--- src/rtl/xqa_pkg.sv ---
package xqa_pkg;
  localparam int NUM_CLS = 3;
  localparam int CLS_W   = 2;
  localparam int QW      = 3;
  localparam int QCFG_W  = NUM_CLS * QW;
  localparam int SUM_W   = QW + 2;

  function automatic logic [SUM_W-1:0] quota_sum(input logic [QCFG_W-1:0] f);
    logic [SUM_W-1:0] s;
    s = '0;
    for (int c = 0; c < NUM_CLS; c++) s = s + SUM_W'(f[c*QW +: QW]);
    return s;
  endfunction
endpackage

--- src/rtl/xqa_fifo.sv ---
module xqa_fifo #(
  parameter int DEPTH = 16,
  parameter int W     = 34
) (
  input  logic         clk,
  input  logic         rst,
  input  logic         push,
  input  logic [W-1:0] wdata,
  input  logic         pop,
  output logic [W-1:0] head,
  output logic         nonempty,
  output logic         full
);
  localparam int AW = (DEPTH > 1) ? $clog2(DEPTH) : 1;
  localparam int CW = $clog2(DEPTH + 1);

  logic [W-1:0]  mem [DEPTH];
  logic [AW-1:0] wr_ptr, rd_ptr;
  logic [CW-1:0] fill;

  function automatic logic [AW-1:0] bump(input logic [AW-1:0] p);
    return (p == AW'(DEPTH - 1)) ? '0 : p + 1'b1;
  endfunction

  always_ff @(posedge clk) begin
    if (push) mem[wr_ptr] <= wdata;
  end

  always_ff @(posedge clk) begin
    if (rst) begin
      wr_ptr <= '0;
      rd_ptr <= '0;
      fill   <= '0;
    end else begin
      if (push) wr_ptr <= bump(wr_ptr);
      if (pop)  rd_ptr <= bump(rd_ptr);
      case ({push, pop})
        2'b10:   fill <= fill + 1'b1;
        2'b01:   fill <= fill - 1'b1;
        default: fill <= fill;
      endcase
    end
  end

  assign head     = mem[rd_ptr];
  assign nonempty = (fill != '0);
  assign full     = (fill == CW'(DEPTH));


  fifo_no_overflow_chk: assert property (@(posedge clk) disable iff (rst)
    push |-> (!full || pop));

  fifo_no_underflow_chk: assert property (@(posedge clk) disable iff (rst)
    pop |-> nonempty);
endmodule

--- src/rtl/xqa_quota.sv ---
module xqa_quota
  import xqa_pkg::*;
#(
  parameter int MAX_SUM   = 16,
  parameter int RST_QUOTA = 5
) (
  input  logic              clk,
  input  logic              rst,
  input  logic              cfg_we,
  input  logic [QCFG_W-1:0] cfg_q,
  input  logic              q_idle,
  input  logic              adm_fire,
  input  logic [CLS_W-1:0]  adm_cls,
  input  logic              dsp_fire,
  input  logic [CLS_W-1:0]  dsp_cls,
  output logic [NUM_CLS-1:0] room,
  output logic [NUM_CLS-1:0] zero,
  output logic              busy_hit,
  output logic              sum_hit
);
  localparam int CW = QW + 1;

  logic [NUM_CLS-1:0][QW-1:0] quota_q;
  logic [CW-1:0]              occ [NUM_CLS];
  logic                       sum_bad, apply;

  assign sum_bad  = quota_sum(cfg_q) > SUM_W'(MAX_SUM);
  assign busy_hit = cfg_we && !q_idle;
  assign sum_hit  = cfg_we && q_idle && sum_bad;
  assign apply    = cfg_we && q_idle && !sum_bad;

  always_ff @(posedge clk) begin
    if (rst) begin
      for (int c = 0; c < NUM_CLS; c++) quota_q[c] <= QW'(RST_QUOTA);
    end else if (apply) begin
      for (int c = 0; c < NUM_CLS; c++) quota_q[c] <= cfg_q[c*QW +: QW];
    end
  end

  for (genvar c = 0; c < NUM_CLS; c++) begin : g_cls
    logic inc, dec;
    assign inc = adm_fire && (adm_cls == CLS_W'(c));
    assign dec = dsp_fire && (dsp_cls == CLS_W'(c));

    always_ff @(posedge clk) begin
      if (rst) occ[c] <= '0;
      else case ({inc, dec})
        2'b10:   occ[c] <= occ[c] + 1'b1;
        2'b01:   occ[c] <= occ[c] - 1'b1;
        default: occ[c] <= occ[c];
      endcase
    end

    assign room[c] = (occ[c] < CW'(quota_q[c])) || dec;
    assign zero[c] = (quota_q[c] == '0);


    quota_cap_chk: assert property (@(posedge clk) disable iff (rst)
      occ[c] <= CW'(quota_q[c]));

    occ_underflow_chk: assert property (@(posedge clk) disable iff (rst)
      dec |-> (occ[c] != '0));
  end


  sum_keep_chk: assert property (@(posedge clk) disable iff (rst)
    (cfg_we && sum_bad) |=> $stable(quota_q));
endmodule

--- src/rtl/xfer_queue_arb.sv ---
module xfer_queue_arb
  import xqa_pkg::*;
#(
  parameter int NUM_PRIO  = 4,
  parameter int DEPTH     = 16,
  parameter int TAG_W     = 32,
  parameter int MAX_SUM   = 16,
  parameter int RST_QUOTA = 5,
  parameter int PRIO_W    = $clog2(NUM_PRIO)
) (
  input  logic                      clk,
  input  logic                      rst,
  input  logic                      req_valid,
  input  logic [PRIO_W-1:0]         req_prio,
  input  logic [CLS_W-1:0]          req_class,
  input  logic [TAG_W-1:0]          req_tag,
  output logic                      req_ready,
  input  logic                      cfg_we,
  input  logic [PRIO_W-1:0]         cfg_prio,
  input  logic [QCFG_W-1:0]         cfg_quota,
  output logic                      cfg_busy_rej,
  output logic                      cfg_sum_rej,
  output logic                      err_zero_quota,
  output logic [NUM_PRIO-1:0]       out_valid,
  input  logic [NUM_PRIO-1:0]       out_ready,
  output logic [NUM_PRIO*TAG_W-1:0] out_tag,
  output logic [NUM_PRIO*CLS_W-1:0] out_cls
);
  localparam int EW = CLS_W + TAG_W;

  logic [NUM_CLS-1:0] room_all [NUM_PRIO];
  logic [NUM_CLS-1:0] zero_all [NUM_PRIO];
  logic [NUM_PRIO-1:0] busy_v, sum_v;
  logic sel_room, sel_zero, cls_ok, adm_fire;

  always_comb begin
    sel_room = 1'b0;
    sel_zero = 1'b1;
    cls_ok   = 1'b0;
    for (int c = 0; c < NUM_CLS; c++) begin
      if (req_class == CLS_W'(c)) begin
        cls_ok   = 1'b1;
        sel_room = room_all[req_prio][c];
        sel_zero = zero_all[req_prio][c];
      end
    end
  end

  assign req_ready = cls_ok && sel_room;
  assign adm_fire  = req_valid && req_ready;

  for (genvar p = 0; p < NUM_PRIO; p++) begin : g_prio
    logic          push_p, pop_p, ne_p, full_p;
    logic [EW-1:0] head_p;

    assign push_p = adm_fire && (req_prio == PRIO_W'(p));
    assign pop_p  = ne_p && out_ready[p];

    xqa_fifo #(.DEPTH(DEPTH), .W(EW)) u_fifo (
      .clk(clk), .rst(rst), .push(push_p), .wdata({req_class, req_tag}),
      .pop(pop_p), .head(head_p), .nonempty(ne_p), .full(full_p)
    );

    xqa_quota #(.MAX_SUM(MAX_SUM), .RST_QUOTA(RST_QUOTA)) u_quota (
      .clk(clk), .rst(rst),
      .cfg_we(cfg_we && (cfg_prio == PRIO_W'(p))), .cfg_q(cfg_quota),
      .q_idle(!ne_p && !push_p),
      .adm_fire(push_p), .adm_cls(req_class),
      .dsp_fire(pop_p), .dsp_cls(head_p[EW-1 -: CLS_W]),
      .room(room_all[p]), .zero(zero_all[p]),
      .busy_hit(busy_v[p]), .sum_hit(sum_v[p])
    );

    assign out_valid[p]                = ne_p;
    assign out_tag[p*TAG_W +: TAG_W]   = head_p[TAG_W-1:0];
    assign out_cls[p*CLS_W +: CLS_W]   = head_p[EW-1 -: CLS_W];


    port_hold_chk: assert property (@(posedge clk) disable iff (rst)
      (out_valid[p] && !out_ready[p]) |=>
        (out_valid[p] && $stable(out_tag[p*TAG_W +: TAG_W])));
  end

  always_ff @(posedge clk) begin
    if (rst) begin
      cfg_busy_rej   <= 1'b0;
      cfg_sum_rej    <= 1'b0;
      err_zero_quota <= 1'b0;
    end else begin
      if (cfg_we) begin
        cfg_busy_rej <= busy_v[cfg_prio];
        cfg_sum_rej  <= sum_v[cfg_prio];
      end
      if (req_valid && (!cls_ok || sel_zero)) err_zero_quota <= 1'b1;
    end
  end


  zero_err_sticky_chk: assert property (@(posedge clk) disable iff (rst)
    err_zero_quota |=> err_zero_quota);

  busy_ignore_chk: assert property (@(posedge clk) disable iff (rst)
    (cfg_we && out_valid[cfg_prio]) |=> (cfg_busy_rej && !cfg_sum_rej));

  bad_class_chk: assert property (@(posedge clk) disable iff (rst)
    (req_class == 2'd3) |-> !req_ready);
endmodule

--- config.mk ---
export PLATFORM = sky130hd
export DESIGN_NAME = xfer_queue_arb
export DESIGN_NICKNAME = d
export VERILOG_FILES = /design/src/rtl/xqa_pkg.sv /design/src/rtl/xqa_fifo.sv /design/src/rtl/xqa_quota.sv /design/src/rtl/xfer_queue_arb.sv
export SDC_FILE = /design/constraint.sdc
export NUM_CORES = 2
export LEC_CHECK = 0
export BUFFER_PORTS_ARGS = -buffer_cell sky130_fd_sc_hd__clkbuf_2
export CORE_AREA = 4 4 431 518
export DETAILED_ROUTE_END_ITERATION = 7
export DIE_AREA = 0 0 435 522
export PLACE_DENSITY = 0.62
export SYNTH_ARGS = -nofsm -noshare
export SYNTH_HDL_FRONTEND = slang
export SYNTH_SLANG_ARGS = --single-unit
--- constraint.sdc ---
create_clock -name clk -period 5.6 [get_ports clk]
set_input_delay 0.84 -clock clk [delete_from_list [all_inputs] [get_ports clk]]
set_output_delay 0.84 -clock clk [all_outputs]
set_load 0.005 [all_outputs]
==> impl_metrics.py <==
metrics = {
    "run_status": {
        "outcome": "complete, no violations",
    },
    "clock_tree": {
        "cts-buffers-inserted": 216,
        "cts_hold_buffers": 0,
        "h-tree-depth": 4,
        "postCtsSetupBuffers": 0,
        "cts_root_buf": "clkbuf_16",
        "cts_resized": 0,
        "clk-insertion-delay-late_ns": 0.86,
        "cts_sinks": 2331,
        "clockBufferDepth": 3,
        "clk_pin_slew_ns": 0.07,
        "cts_tree": "done",
    },
    "setup_path": {
        "cp-end-kind": "flop",
        "crit_fanout": 19,
        "start_kind": "flop",
        "critical_path_required_ns": 6.37,
        "worstRegToRegCells": 17,
        "worst_ep_arrival_time_ns": 5.91,
        "regToRegSetupSlack_ns": 0.46,
        "crit_type": "reg2reg",
        "worstReg2RegEnd": "g_prio[3].u_fifo.fill[4]$_SDFFE_PP0P_",
    },
    "floorplan": {
        "floorplan.initialDensity_pct": 41.9,
        "design.core.area_mm2": 0.218,
        "die-area_mm2": 0.227,
        "row_count": 188,
        "boundaryPins": 199,
        "die_y_um": 522,
        "die_w_um": 435,
    },
    "synthesis": {
        "avgSynthCellArea_um2": 21.6,
        "synth-main-ff-cell": "edfxtp_1",
        "netlist_instances": 4220,
        "syn_nets": 4399,
        "netlist_area_mm2": 0.0913,
        "synth-edff-count": 2224,
        "ys_types": 66,
        "ys_seq_elements": 2331,
        "yosysWarningCount": 0,
        "synthArstFlopShare_pct": 0,
        "ys_seq_area_share_pct": 75.5,
    },
    "pwr": {
        "finalPower_mw": 36.1,
        "p_leak_nw": 32.4,
        "power_switching_mw": 7.96,
        "p_sw_share_pct": 22.1,
        "power_frac_clock_pct": 39.0,
        "power.density_mw_per_mm2": 346,
        "p_seq_share_pct": 53.4,
        "p_int_mw": 28.1,
        "share_comb_of_total_power_pct": 7.6,
        "vdd_ir_drop_max_mv": 0.253,
    },
    "timing": {
        "fmax_mhz": 194,
        "rsz0062_at_grt": "no",
        "hold_viol_final": 0,
        "drv_slew": 0,
        "fin_skew_ns": 0.0354,
        "slew_headroom_pct": 24.0,
        "finalSetupViolCount": 0,
        "layout_min_cycle_time_ns": 5.14,
        "tightest_slew_ns": 1.14,
        "hold_ws_ns": 0.364,
        "fin_crit_sh_pct": 91.9,
    },
    "place": {
        "place.gp.congestion": 0.790,
        "hpwl_um": 124000,
        "io_buffers": 198,
    },
    "job": {
        "maxCapViolations": 0,
    },
    "global_routing": {
        "grt_pass1_vias": 44900,
        "grt_use_total_pct": 19.1,
        "grt_pass1_wl_um": 317000,
        "grt_max_degree": 97,
        "grt_antenna_before_repair": 9,
        "grt-ovfl-total": 0,
    },
    "route": {
        "routed-via-count": 43600,
        "drcViolationCount": 0,
        "wirelength_um": 217000,
        "wl_per_cell_um": 28.3,
        "first_pass_iters": 5,
        "via_per_inst": 5.69,
        "final_antenna_net_count": 0,
        "first_iter_violations": 4531,
    },
    "cells_and_area": {
        "layout-drive-gt1-share_pct": 30.1,
        "multiInputGateArea_mm2": 0.0217,
        "fillCellCount": 17500,
        "area_delta_synth_final_pct": 14.2,
        "num-nets-final": 4811,
        "seq_area_mm2": 0.0690,
    },
    "hold_path": {
        "holdPathStages": 5,
        "worst_hold_path.endpoint": "cfg_sum_rej$_SDFFE_PP0P_",
        "hold_class": "in2reg",
        "min_from": "cfg_we",
    },
}
-- cell usage after synthesis, types with 9 or more instances --
| cell | instances | area (µm²) |
|---|---|---|
| a21o_1 | 15 | 113 |
| buf_2 | 11 | 55.1 |
| mux4_2 | 666 | 15000 |
| mux2i_1 | 50 | 500 |
| edfxtp_1 | 2224 | 66800 |
| nor4_1 | 12 | 75.1 |
| nor3b_1 | 11 | 82.6 |
| a221oi_1 | 9 | 78.8 |
| a21boi_0 | 11 | 82.6 |
| or3_1 | 12 | 75.1 |
| nor2_1 | 175 | 657 |
| clkbuf_1 | 108 | 405 |
| inv_1 | 117 | 439 |
| a31oi_1 | 11 | 68.8 |
| buf_1 | 66 | 248 |
| a21oi_1 | 86 | 430 |
| o41ai_1 | 9 | 78.8 |
| nor3_1 | 45 | 225 |
| nand2_1 | 115 | 432 |
| fa_1 | 10 | 200 |
| ha_1 | 114 | 1430 |
| nand3_1 | 16 | 80.1 |
| xnor2_1 | 12 | 105 |
| nand2b_1 | 18 | 113 |
| o31ai_1 | 14 | 105 |
| xor2_1 | 25 | 219 |
| nor2b_1 | 10 | 62.6 |
| o21ai_0 | 42 | 210 |
| dfxtp_1 | 107 | 2140 |
| o211ai_1 | 13 | 97.6 |
-- layout make-up --
| type | instances | share of cell area (%) |
|---|---|---|
| sequential | 2331 | 66.1 |
| multi-input combinational | 1574 | 20.8 |
| clock buffer | 276 | 5.42 |
| tap | 2850 | 3.42 |
| timing repair buffer | 388 | 2.79 |
| clock inverter | 125 | 1.02 |
| inverter | 121 | 0.438 |
| antenna | 2 | 0.00480 |
-- cells in the final DEF, fill, tap and decap left out, drive strengths merged, types with 13 or more instances in the layout --
cell,synthesis,final
a21o,15,15
nand2,115,115
o31ai,14,14
xor2,25,25
nor3,45,45
nor4,14,14
nand3,16,16
or3,13,13
buf,86,191
a31oi,13,13
edfxtp,2224,2224
dfxtp,107,107
mux4,667,667
clkinv,3,99
inv,118,129
a21oi,86,86
nand2b,18,18
o21ai,47,47
mux2i,50,50
clkbuf,108,473
nor2,175,175
ha,114,114
o211ai,14,14
-- power by group through the flow --
stage | clock, mW | sequential (mW) | combinational [mW]
5_1_grt | 15.1 | 19.3 | 3.00
3_5_place_dp | 0 | 19.6 | 2.84
2_1_floorplan | 0 | 19.6 | 1.81
6_report | 14.1 | 19.3 | 2.75
3_3_place_gp | 0 | 19.6 | 2.81
4_1_cts | 14.4 | 19.3 | 2.84
-- cell families after synthesis --
logic type	Yosys count	share of synthesized area, %
AND/OR/NAND/NOR	442	2.22
multiplexers	720	17.0
AO/OA/AOI/OAI	251	1.79
adder cells (fa/ha/maj)	124	1.78
buffers and inverters	315	1.35
flip-flops	2331	75.5
XOR/XNOR	37	0.355
-- flip-flops by register name, indices dropped and copies added (netlist names), named ones only --
signal                  flops
g_prio.u_quota.occ         48
err_zero_quota              1
g_prio.u_fifo.wr_ptr       16
g_prio.u_quota.quota_q     36
g_prio.u_fifo.fill         20
g_prio.u_fifo.rd_ptr       16
cfg_busy_rej                1
cfg_sum_rej                 1
g_prio.u_fifo.mem        2176
-- worst max-delay path: stages, from the launching register on --
cell      delay (ns)
dfxtp_4         0.61
mux4_2          0.31
mux2i_1         0.07
mux2i_1         0.68
nor3b_2         0.46
o21ai_1         0.13
or4_4           0.49
a311oi_4        0.48
inv_1           0.23
ha_1            0.30
inv_1           0.12
fa_1            0.22
inv_1           0.05
a21o_1          0.15
a21oi_1         0.20
xnor2_1         0.11
or3_1           0.31
a21oi_1         0.13
-- worst max path at each step --
stage | from | cells after the start | endpoint
2_1_floorplan | flop | 10 | g_prio[2].u_fifo.mem[14][0]$_DFFE_PP_
3_3_place_gp | flop | 18 | g_prio[3].u_fifo.fill[4]$_SDFFE_PP0P_
4_1_cts | flop | 18 | g_prio[3].u_fifo.fill[4]$_SDFFE_PP0P_
3_5_place_dp | flop | 18 | g_prio[3].u_fifo.fill[4]$_SDFFE_PP0P_
6_report | flop | 17 | g_prio[3].u_fifo.fill[4]$_SDFFE_PP0P_
5_1_grt | flop | 17 | g_prio[1].u_quota.occ[1][3]$_DFFE_PP_
-- metal layers --
| metal | share of wire, % | GRT usage, % | wire, µm | vias up |
|---|---|---|---|---|
| li1 | - | - | - | 18400 |
| met1 | 42 | 26.4 | 91500 | 23600 |
| met2 | 50 | 32.3 | 109000 | 1340 |
| met3 | 5.7 | 2.98 | 12400 | 243 |
| met4 | 1.8 | 4.10 | 3810 | 0 |
| met5 | 0 | 0 | 0 | - |
-- through the flow --
step	std cells	util [%]	instance area, µm²	setup slack [ns]	TNS [ns]
floorplan	4220	-	91400	-0.156	-31.34
global placement	7264	44.8	97600	0.287	0
detailed placement	7264	44.8	97600	0.218	0
CTS	7665	47.8	104000	0.168	0
global route	7666	47.8	104000	0.0954	0
finish	7667	47.8	104000	0.456	0
Power figures use the tool's default switching activity.
